**src/rtl/ewpk_pkg.sv**
```systemverilog
package ewpk_pkg;

    typedef enum logic [1:0] {
        EW_8  = 2'd0,
        EW_16 = 2'd1,
        EW_32 = 2'd2,
        EW_64 = 2'd3
    } ew_code_t;

    typedef enum logic {
        ST_IDLE = 1'b0,
        ST_RESP = 1'b1
    } acc_state_t;

endpackage

```
**src/rtl/ewpk_lane_map.sv**
```systemverilog
module ewpk_lane_map
    import ewpk_pkg::*;
#(
    parameter int NREGS = 32,
    parameter int IDXW  = 6,
    parameter int REGW  = 64
) (
    input  logic [$clog2(NREGS)-1:0]        base,
    input  logic [IDXW-1:0]                 index,
    input  logic [1:0]                      width,
    output logic [$clog2(NREGS)-1:0]        reg_idx,
    output logic [$clog2(REGW/8)-1:0]       byte_off,
    output logic [REGW/8-1:0]               byte_mask,
    output logic                            out_of_range
);
    localparam int RIDXW = $clog2(NREGS);
    localparam int NBYTE = REGW / 8;
    localparam int BOFFW = $clog2(NBYTE);
    localparam int LINW  = IDXW + BOFFW;
    localparam int SUMW  = ((IDXW > RIDXW) ? IDXW : RIDXW) + 1;

    logic [LINW-1:0]  lin_byte;
    logic [IDXW-1:0]  reg_step;
    logic [SUMW-1:0]  reg_sum;
    logic [NBYTE-1:0] elem_mask;

    // byte position of the element within the packed array
    always_comb begin
        lin_byte = LINW'(index) << width;
        reg_step = lin_byte[LINW-1:BOFFW];
        byte_off = lin_byte[BOFFW-1:0];
        reg_sum  = SUMW'(base) + SUMW'(reg_step);
        out_of_range = (reg_sum >= SUMW'(NREGS));
        reg_idx  = reg_sum[RIDXW-1:0];
    end

    always_comb begin
        elem_mask = '0;
        for (int b = 0; b < NBYTE; b++) begin
            if (b < (1 << width)) elem_mask[b] = 1'b1;
        end
        byte_mask = out_of_range ? '0 : (elem_mask << byte_off);
    end

endmodule

```
**src/rtl/ewpk_lane_align.sv**
```systemverilog
module ewpk_lane_align
    import ewpk_pkg::*;
#(
    parameter int REGW = 64
) (
    input  logic [1:0]                width,
    input  logic [$clog2(REGW/8)-1:0] byte_off,
    input  logic [REGW-1:0]           wdata,
    input  logic [REGW-1:0]           rword,
    output logic [REGW-1:0]           wword,
    output logic [REGW-1:0]           rdata_ext
);
    localparam int NBYTE = REGW / 8;
    localparam int BOFFW = $clog2(NBYTE);
    localparam int SHW   = BOFFW + 3;

    logic [REGW-1:0] keep;
    logic [SHW-1:0]  bit_off;

    // width keep mask, built byte by byte
    generate
        for (genvar b = 0; b < NBYTE; b++) begin : g_keep
            assign keep[8*b +: 8] = (b < (1 << width)) ? 8'hFF : 8'h00;
        end
    endgenerate

    always_comb begin
        bit_off   = {byte_off, 3'b000};
        wword     = (wdata & keep) << bit_off;
        rdata_ext = (rword >> bit_off) & keep;
    end

endmodule

```
**src/rtl/ewpk_regfile.sv**
```systemverilog
module ewpk_regfile #(
    parameter int NREGS = 32,
    parameter int REGW  = 64
) (
    input  logic                      clk,
    input  logic                      rst_n,
    input  logic                      wr_en,
    input  logic [$clog2(NREGS)-1:0]  wr_idx,
    input  logic [REGW/8-1:0]         wr_be,
    input  logic [REGW-1:0]           wr_word,
    input  logic [$clog2(NREGS)-1:0]  rd_idx,
    output logic [REGW-1:0]           rd_word
);
    localparam int NBYTE = REGW / 8;

    logic [REGW-1:0] regs [NREGS];

    generate
        for (genvar r = 0; r < NREGS; r++) begin : g_reg
            for (genvar b = 0; b < NBYTE; b++) begin : g_byte
                always_ff @(posedge clk) begin
                    if (!rst_n) begin
                        regs[r][8*b +: 8] <= 8'h00;
                    end else if (wr_en && (wr_idx == r) && wr_be[b]) begin
                        regs[r][8*b +: 8] <= wr_word[8*b +: 8];
                    end
                end
            end
        end
    endgenerate

    assign rd_word = regs[rd_idx];

endmodule

```
**src/rtl/ewpk_access.sv**
```systemverilog
module ewpk_access
    import ewpk_pkg::*;
#(
    parameter int NREGS = 32,
    parameter int IDXW  = 6,
    parameter int REGW  = 64
) (
    input  logic                       clk,
    input  logic                       rst_n,
    input  logic                       req_valid,
    input  logic                       req_write,
    input  logic [$clog2(NREGS)-1:0]   req_base,
    input  logic [IDXW-1:0]            req_index,
    input  logic [1:0]                 req_width,
    input  logic [REGW-1:0]            req_wdata,
    output logic                       req_ready,
    output logic                       rsp_valid,
    output logic [REGW-1:0]            rsp_rdata,
    output logic                       rsp_error,
    output logic [REGW/8-1:0]          rsp_byte_en
);
    localparam int RIDXW = $clog2(NREGS);
    localparam int NBYTE = REGW / 8;
    localparam int BOFFW = $clog2(NBYTE);

    acc_state_t state_q, state_d;

    logic [RIDXW-1:0] map_reg;
    logic [BOFFW-1:0] map_off;
    logic [NBYTE-1:0] map_mask;
    logic             map_oor;
    logic [REGW-1:0]  al_wword, al_rext, rf_rword;
    logic             accept, rf_wen;

    logic [REGW-1:0]  rdata_q;
    logic             err_q;
    logic [NBYTE-1:0] be_q;
    logic [1:0]       wid_q;

    ewpk_lane_map #(.NREGS(NREGS), .IDXW(IDXW), .REGW(REGW)) u_map (
        .base(req_base), .index(req_index), .width(req_width),
        .reg_idx(map_reg), .byte_off(map_off), .byte_mask(map_mask),
        .out_of_range(map_oor)
    );

    ewpk_lane_align #(.REGW(REGW)) u_align (
        .width(req_width), .byte_off(map_off), .wdata(req_wdata),
        .rword(rf_rword), .wword(al_wword), .rdata_ext(al_rext)
    );

    ewpk_regfile #(.NREGS(NREGS), .REGW(REGW)) u_rf (
        .clk(clk), .rst_n(rst_n), .wr_en(rf_wen), .wr_idx(map_reg),
        .wr_be(map_mask), .wr_word(al_wword), .rd_idx(map_reg),
        .rd_word(rf_rword)
    );

    assign accept = req_valid && (state_q == ST_IDLE);
    assign rf_wen = accept && req_write && !map_oor;

    // next-state logic
    always_comb begin
        state_d = state_q;
        unique case (state_q)
            ST_IDLE: if (req_valid) state_d = ST_RESP;   // accept
            ST_RESP: state_d = ST_IDLE;                  // retire
            default: state_d = ST_IDLE;
        endcase
    end

    // state register and response capture
    always_ff @(posedge clk) begin
        if (!rst_n) begin
            state_q <= ST_IDLE;
            rdata_q <= '0;
            err_q   <= 1'b0;
            be_q    <= '0;
            wid_q   <= 2'd0;
        end else begin
            state_q <= state_d;
            if (accept) begin
                rdata_q <= (req_write || map_oor) ? '0 : al_rext;
                err_q   <= map_oor;
                be_q    <= map_mask;
                wid_q   <= req_width;
            end
        end
    end

    // outputs
    always_comb begin
        req_ready   = 1'b0;
        rsp_valid   = 1'b0;
        unique case (state_q)
            ST_IDLE: req_ready = 1'b1;
            ST_RESP: rsp_valid = 1'b1;
            default: req_ready = 1'b0;
        endcase
        rsp_rdata   = rdata_q;
        rsp_error   = err_q;
        rsp_byte_en = be_q;
    end

    a_r8_resp_after_accept: assert property (@(posedge clk) disable iff (!rst_n)
        (req_valid && req_ready) |=> (rsp_valid && !req_ready));

    a_r8_resp_single_cycle: assert property (@(posedge clk) disable iff (!rst_n)
        rsp_valid |=> !rsp_valid);

    a_r7_error_silent: assert property (@(posedge clk) disable iff (!rst_n)
        (rsp_valid && rsp_error) |-> (rsp_byte_en == '0 && rsp_rdata == '0));

    a_r3_mask_count: assert property (@(posedge clk) disable iff (!rst_n)
        (rsp_valid && !rsp_error) |-> ($countones(rsp_byte_en) == (1 << wid_q)));

    a_r4_zero_ext: assert property (@(posedge clk) disable iff (!rst_n)
        (rsp_valid && wid_q != EW_64) |-> ((rsp_rdata >> (8 << wid_q)) == '0));

endmodule

```
**config.mk**
```make
export PLATFORM = sky130hd
export DESIGN_NAME = ewpk_access
export DESIGN_NICKNAME = d
export VERILOG_FILES = /design/src/rtl/ewpk_pkg.sv /design/src/rtl/ewpk_lane_map.sv /design/src/rtl/ewpk_lane_align.sv /design/src/rtl/ewpk_regfile.sv /design/src/rtl/ewpk_access.sv
export SDC_FILE = /design/constraint.sdc
export NUM_CORES = 2
export LEC_CHECK = 0
export BUFFER_PORTS_ARGS = -buffer_cell sky130_fd_sc_hd__buf_2
export CELL_PAD_IN_SITES_DETAIL_PLACEMENT = 1
export CELL_PAD_IN_SITES_GLOBAL_PLACEMENT = 2
export CORE_MARGIN = 5
export CORE_UTILIZATION = 46
export DETAILED_ROUTE_END_ITERATION = 6
export GPL_TIMING_DRIVEN = 0
export PLACE_DENSITY = 0.79
export SYNTH_ARGS = -nofsm -noshare
export SYNTH_HDL_FRONTEND = slang
export SYNTH_HIERARCHICAL = 1
export SYNTH_SLANG_ARGS = --single-unit
```
**constraint.sdc**
```tcl
create_clock -name clk -period 5.85 [get_ports clk]
set_input_delay 0.2925 -clock clk [delete_from_list [all_inputs] [get_ports clk]]
set_output_delay 0.2925 -clock clk [all_outputs]
set_load 0.01 [all_outputs]
```
==> results by group <==
Global route
  – First-pass GRT wire length: 700000 um
  – Tot GR Track Use: 46.0%
  – GRT overflow: 0
  – Largest net degree at the start of global routing: 20
  – Initial antenna violation count: ~70
  – Vias in the first global route: roughly 75k

Routing
  – Remaining DRCs: 5
  – Via density: 7.32
  – DRT iter0 DRCs: 14.4k
  – TritonRoute pass-1 iters: 7
  – Wire length per cell: 49.7 um
  – Antenna viol nets, final: 0
  – Drt total wl: 539000 um
  – DR vias: a little under 80k

Timing
  – Final setup margin: -0.159 ns
  – Layout Skew: around 0.053 ns
  – Final Hold Vio Count: 0
  – Final Max Tran Viols: 66
  – Final Critical Period: 6.01 ns
  – Max_slew headroom: -3.84%
  – # setup viols final: 45
  – Fmax: 0.166 GHz
  – Unrepaired setup endpoints after global routing: false
  – Final cycle utilization of the critical path: 103%
  – Slew @ Worst Pin: 1.56 ns

Place
  – Placed inst area: ~110000 um^2
  – HPWL Detailed: 406000 um
  – Port bufs: 155
  – DP Worst Slack: -3.34 ns
  – Placer Congestion: 1.05

Critical path
  – Critical path buffers and inverters: 6
  – Crit path kind: in -> reg
  – Crit path max fanout: 12
  – Most frequent cell on the critical path: buf_2
  – Crit-path cells: buf_2 -> buf_2 -> buf_2 -> mux2i_1 -> a21oi_1 -> ha_2 -> fa_2 -> a21o_2 -> a21oi_1 -> xnor2_2 -> buf_8 -> clkbuf_4 -> clkbuf_4 -> nor3_1 -> a221oi_4 -> nand3_1 -> mux2i_1 -> or2_1 -> a311oi_2 -> a22o_1
  – CP endpoint kind: flop
  – Slowest CP cell: nor3_1
  – Startpoint type of the worst setup path: primary input
  – Worst Path Required: 6.72 ns
  – Worst path max stage delay: 1.24 ns
  – Data arrival, critical path: 6.88 ns
  – Top delay family on crit path: simple AND/OR/NAND/NOR gates

Synthesis
  – YS warnings: 6
  – Post-synth EDFFs: 2048
  – Post-synth top area share: approximately 61%
  – Primary FF master, synth: edfxtp_1
  – Syn Nets: ~7.4k
  – Post-synth top cells: 2055 x and3_1, 2048 x edfxtp_1, 787 x clkbuf_1
  – Synth Cell Area: 101000 um^2
  – Number of synthesized register bits: 2122
  – Post-synth ARST share: 0%
  – Synth top area cells: edfxtp_1 61%, and3_1 13%, mux4_2 10%
  – Seq/Total Area, Yosys: 62.5%
  – Top-count cell post-synth: and3_1
  – Post-synth cell types: between 60 and 70
  – Synthesized area per cell: 13.7 um^2
  – Yosys top cell by area: edfxtp_1
  – Post-Synthesis Cells: 7335

Power and ir drop
  – Pwr Total: 0.0436 W
  – Net load switching power: about 0.016 W
  – Combinational Power Share: 27.4%
  – Cell Int Power: 0.0279 W
  – PD cells: 381 nW/um^2
  – Static Leakage: roughly 48 nW
  – Seq pwr share: between 30% and 40%
  – Net Sw Frac: between 30 and 40%
  – Peak supply drop: 0.331 mV
  – Clock group share of total power: 32.9%

Final layout
  – Fillers: around 21k
  – Fin area: 114000 um^2
  – Area grow syn2layout: 13.5%
  – Fin nets: 7827
  – Share of cells above drive strength 1: 18.7%
  – Seq. cell area: 63000 um^2
  – Multi-input gate area in the final layout: 34800 um^2

Floorplan
  – # IOs: 156
  – DIE AREA: between 200000 and 250000 um^2
  – Die X-Extent: 478 um
  – Die Span Y: 478 um
  – Core Area: 218000 um^2
  – Initial Util: 46.3%
  – Row count: 171

Clock network
  – CTS Buf Count: 227
  – CTS H-tree depth: 4
  – Clock Sinks: around 2.1k
  – Root Buffer: clkbuf_16
  – Clk pin slew, worst setup/hold paths: about 0.06 ns
  – Latest clock arrival within the worst-skew pair: a little over 0.9 ns
  – CTS tree: yes
  – Clock Path Buffers: 3

Hold path
  – Hold WC Path Type: in -> reg

Outcome
  – Failing checks: design-rule violations, max-capacitance violations, max-slew violations, negative setup slack
  – Outcome: finished, violations left

Job
  – Maxcap violations: 8
==> final timing paths <==
check | startpoint | end | slack, ns | cells past startpoint
setup reg to reg | state_q | u_rf/regs[3][55] | 1.66 | 9
hold reg to reg | rsp_byte_en[6] | rsp_byte_en[6] | 0.47 | 2
hold / removal | req_index[0] | rsp_byte_en[5] | 0.04 | 6
setup / recovery | req_width[1] | rsp_rdata[8] | -0.16 | 20
==> per-layer routing <==
metal / part of all wire (%) / vias up / wire length (um) / GRT usage, %
met1: 35 / 41000 / 186000 / 58.7
li1: - / 29300 / - / -
met5: 0.023 / - / 126 / 0
met2: 41 / 7516 / 218000 / 63.1
met3: 16 / 1514 / 87200 / 19.6
met4: 8.6 / 18 / 46400 / 32.1
==> final cells by class <==
type	count	share of cell area [%]
clock inverters	144	1.13
diodes	55	0.120
multi-input cells	4248	30.4
plain buffers	939	3.75
repair buffers	194	1.16
well taps	2854	3.12
clock buffers	276	5.20
flip-flops and latches	2122	55.1
inverters	8	0.0263
==> repair_timing <==
item / in CTS / in global routing
pin swaps: 2 / 4
buffers inserted: 1 / 3
setup endpoints to repair: 2323 / 829
gates resized for setup: 273 / 47
hold buffers: 4 / 0
endpoints found under the hold margin: 7 / 0
cloned: 0 / 0
==> power by group through the flow <==
stage	combinational (W)	sequential [W]	clock [W]
2_1_floorplan	0.00451	0.0175	0
3_3_place_gp	0.0105	0.0176	0
3_5_place_dp	0.0106	0.0176	0
4_1_cts	0.0110	0.0173	0.0144
5_1_grt	0.0116	0.0173	0.0150
6_report	0.0119	0.0173	0.0143
==> worst reg2reg max path, delay by kind of cell, from the launching register on <==
kind / cells / cell delay (ns)
buffers and inverters: 3 / 1.62
flip-flops: 1 / 0.33
AND/OR/NAND/NOR: 6 / 2.09
==> placed cells by master, fill, tap and decap left out, types with 64 or more instances in the layout <==
| cell type | synthesis | layout |
|---|---|---|
| a22o_1 | 64 | 64 |
| and3_1 | 2055 | 2055 |
| buf_2 | 102 | 240 |
| clkbuf_1 | 787 | 729 |
| clkbuf_16 | 0 | 228 |
| dfxtp_1 | 74 | 74 |
| edfxtp_1 | 2048 | 2048 |
| mux2i_1 | 188 | 185 |
| mux4_2 | 458 | 458 |
| nand2_1 | 610 | 598 |
| nor2_1 | 120 | 87 |
| o22ai_1 | 185 | 154 |
==> sequential cells by signal, summed over array words and instances (netlist names) <==
register / flops
rsp_rdata: 64
rsp_byte_en: 8
u_rf/regs: 2048
state_q: 1
rsp_error: 1
==> through the flow <==
stage	std cells	util (%)	setup TNS, ns	hold slack (ns)
floorplan	7335	-	0	0.488
global placement	10300	48.3	-8917.25	0.453
detailed placement	10400	48.6	-4000.45	0.466
CTS	10800	52.4	-0.0957	0.00394
global route	10800	52.5	0	0.0699
finish	10800	52.5	-2.59	0.0373
==> kinds of logic (layout without fill, tap and decap cells) <==
group,count (synthesis),in the layout,synth area share [%]
flip-flops,2122,2122,62.5
adder cells (fa/ha/maj),6,6,0.0820
multiplexers,673,673,12.4
buffers and inverters,965,1561,4.05
other,0,55,0
AO/OA/AOI/OAI,584,584,4.21
XOR/XNOR,3,3,0.0261
AND/OR/NAND/NOR,2982,2982,16.7
Note: power is estimated with default switching activity, not from simulation.
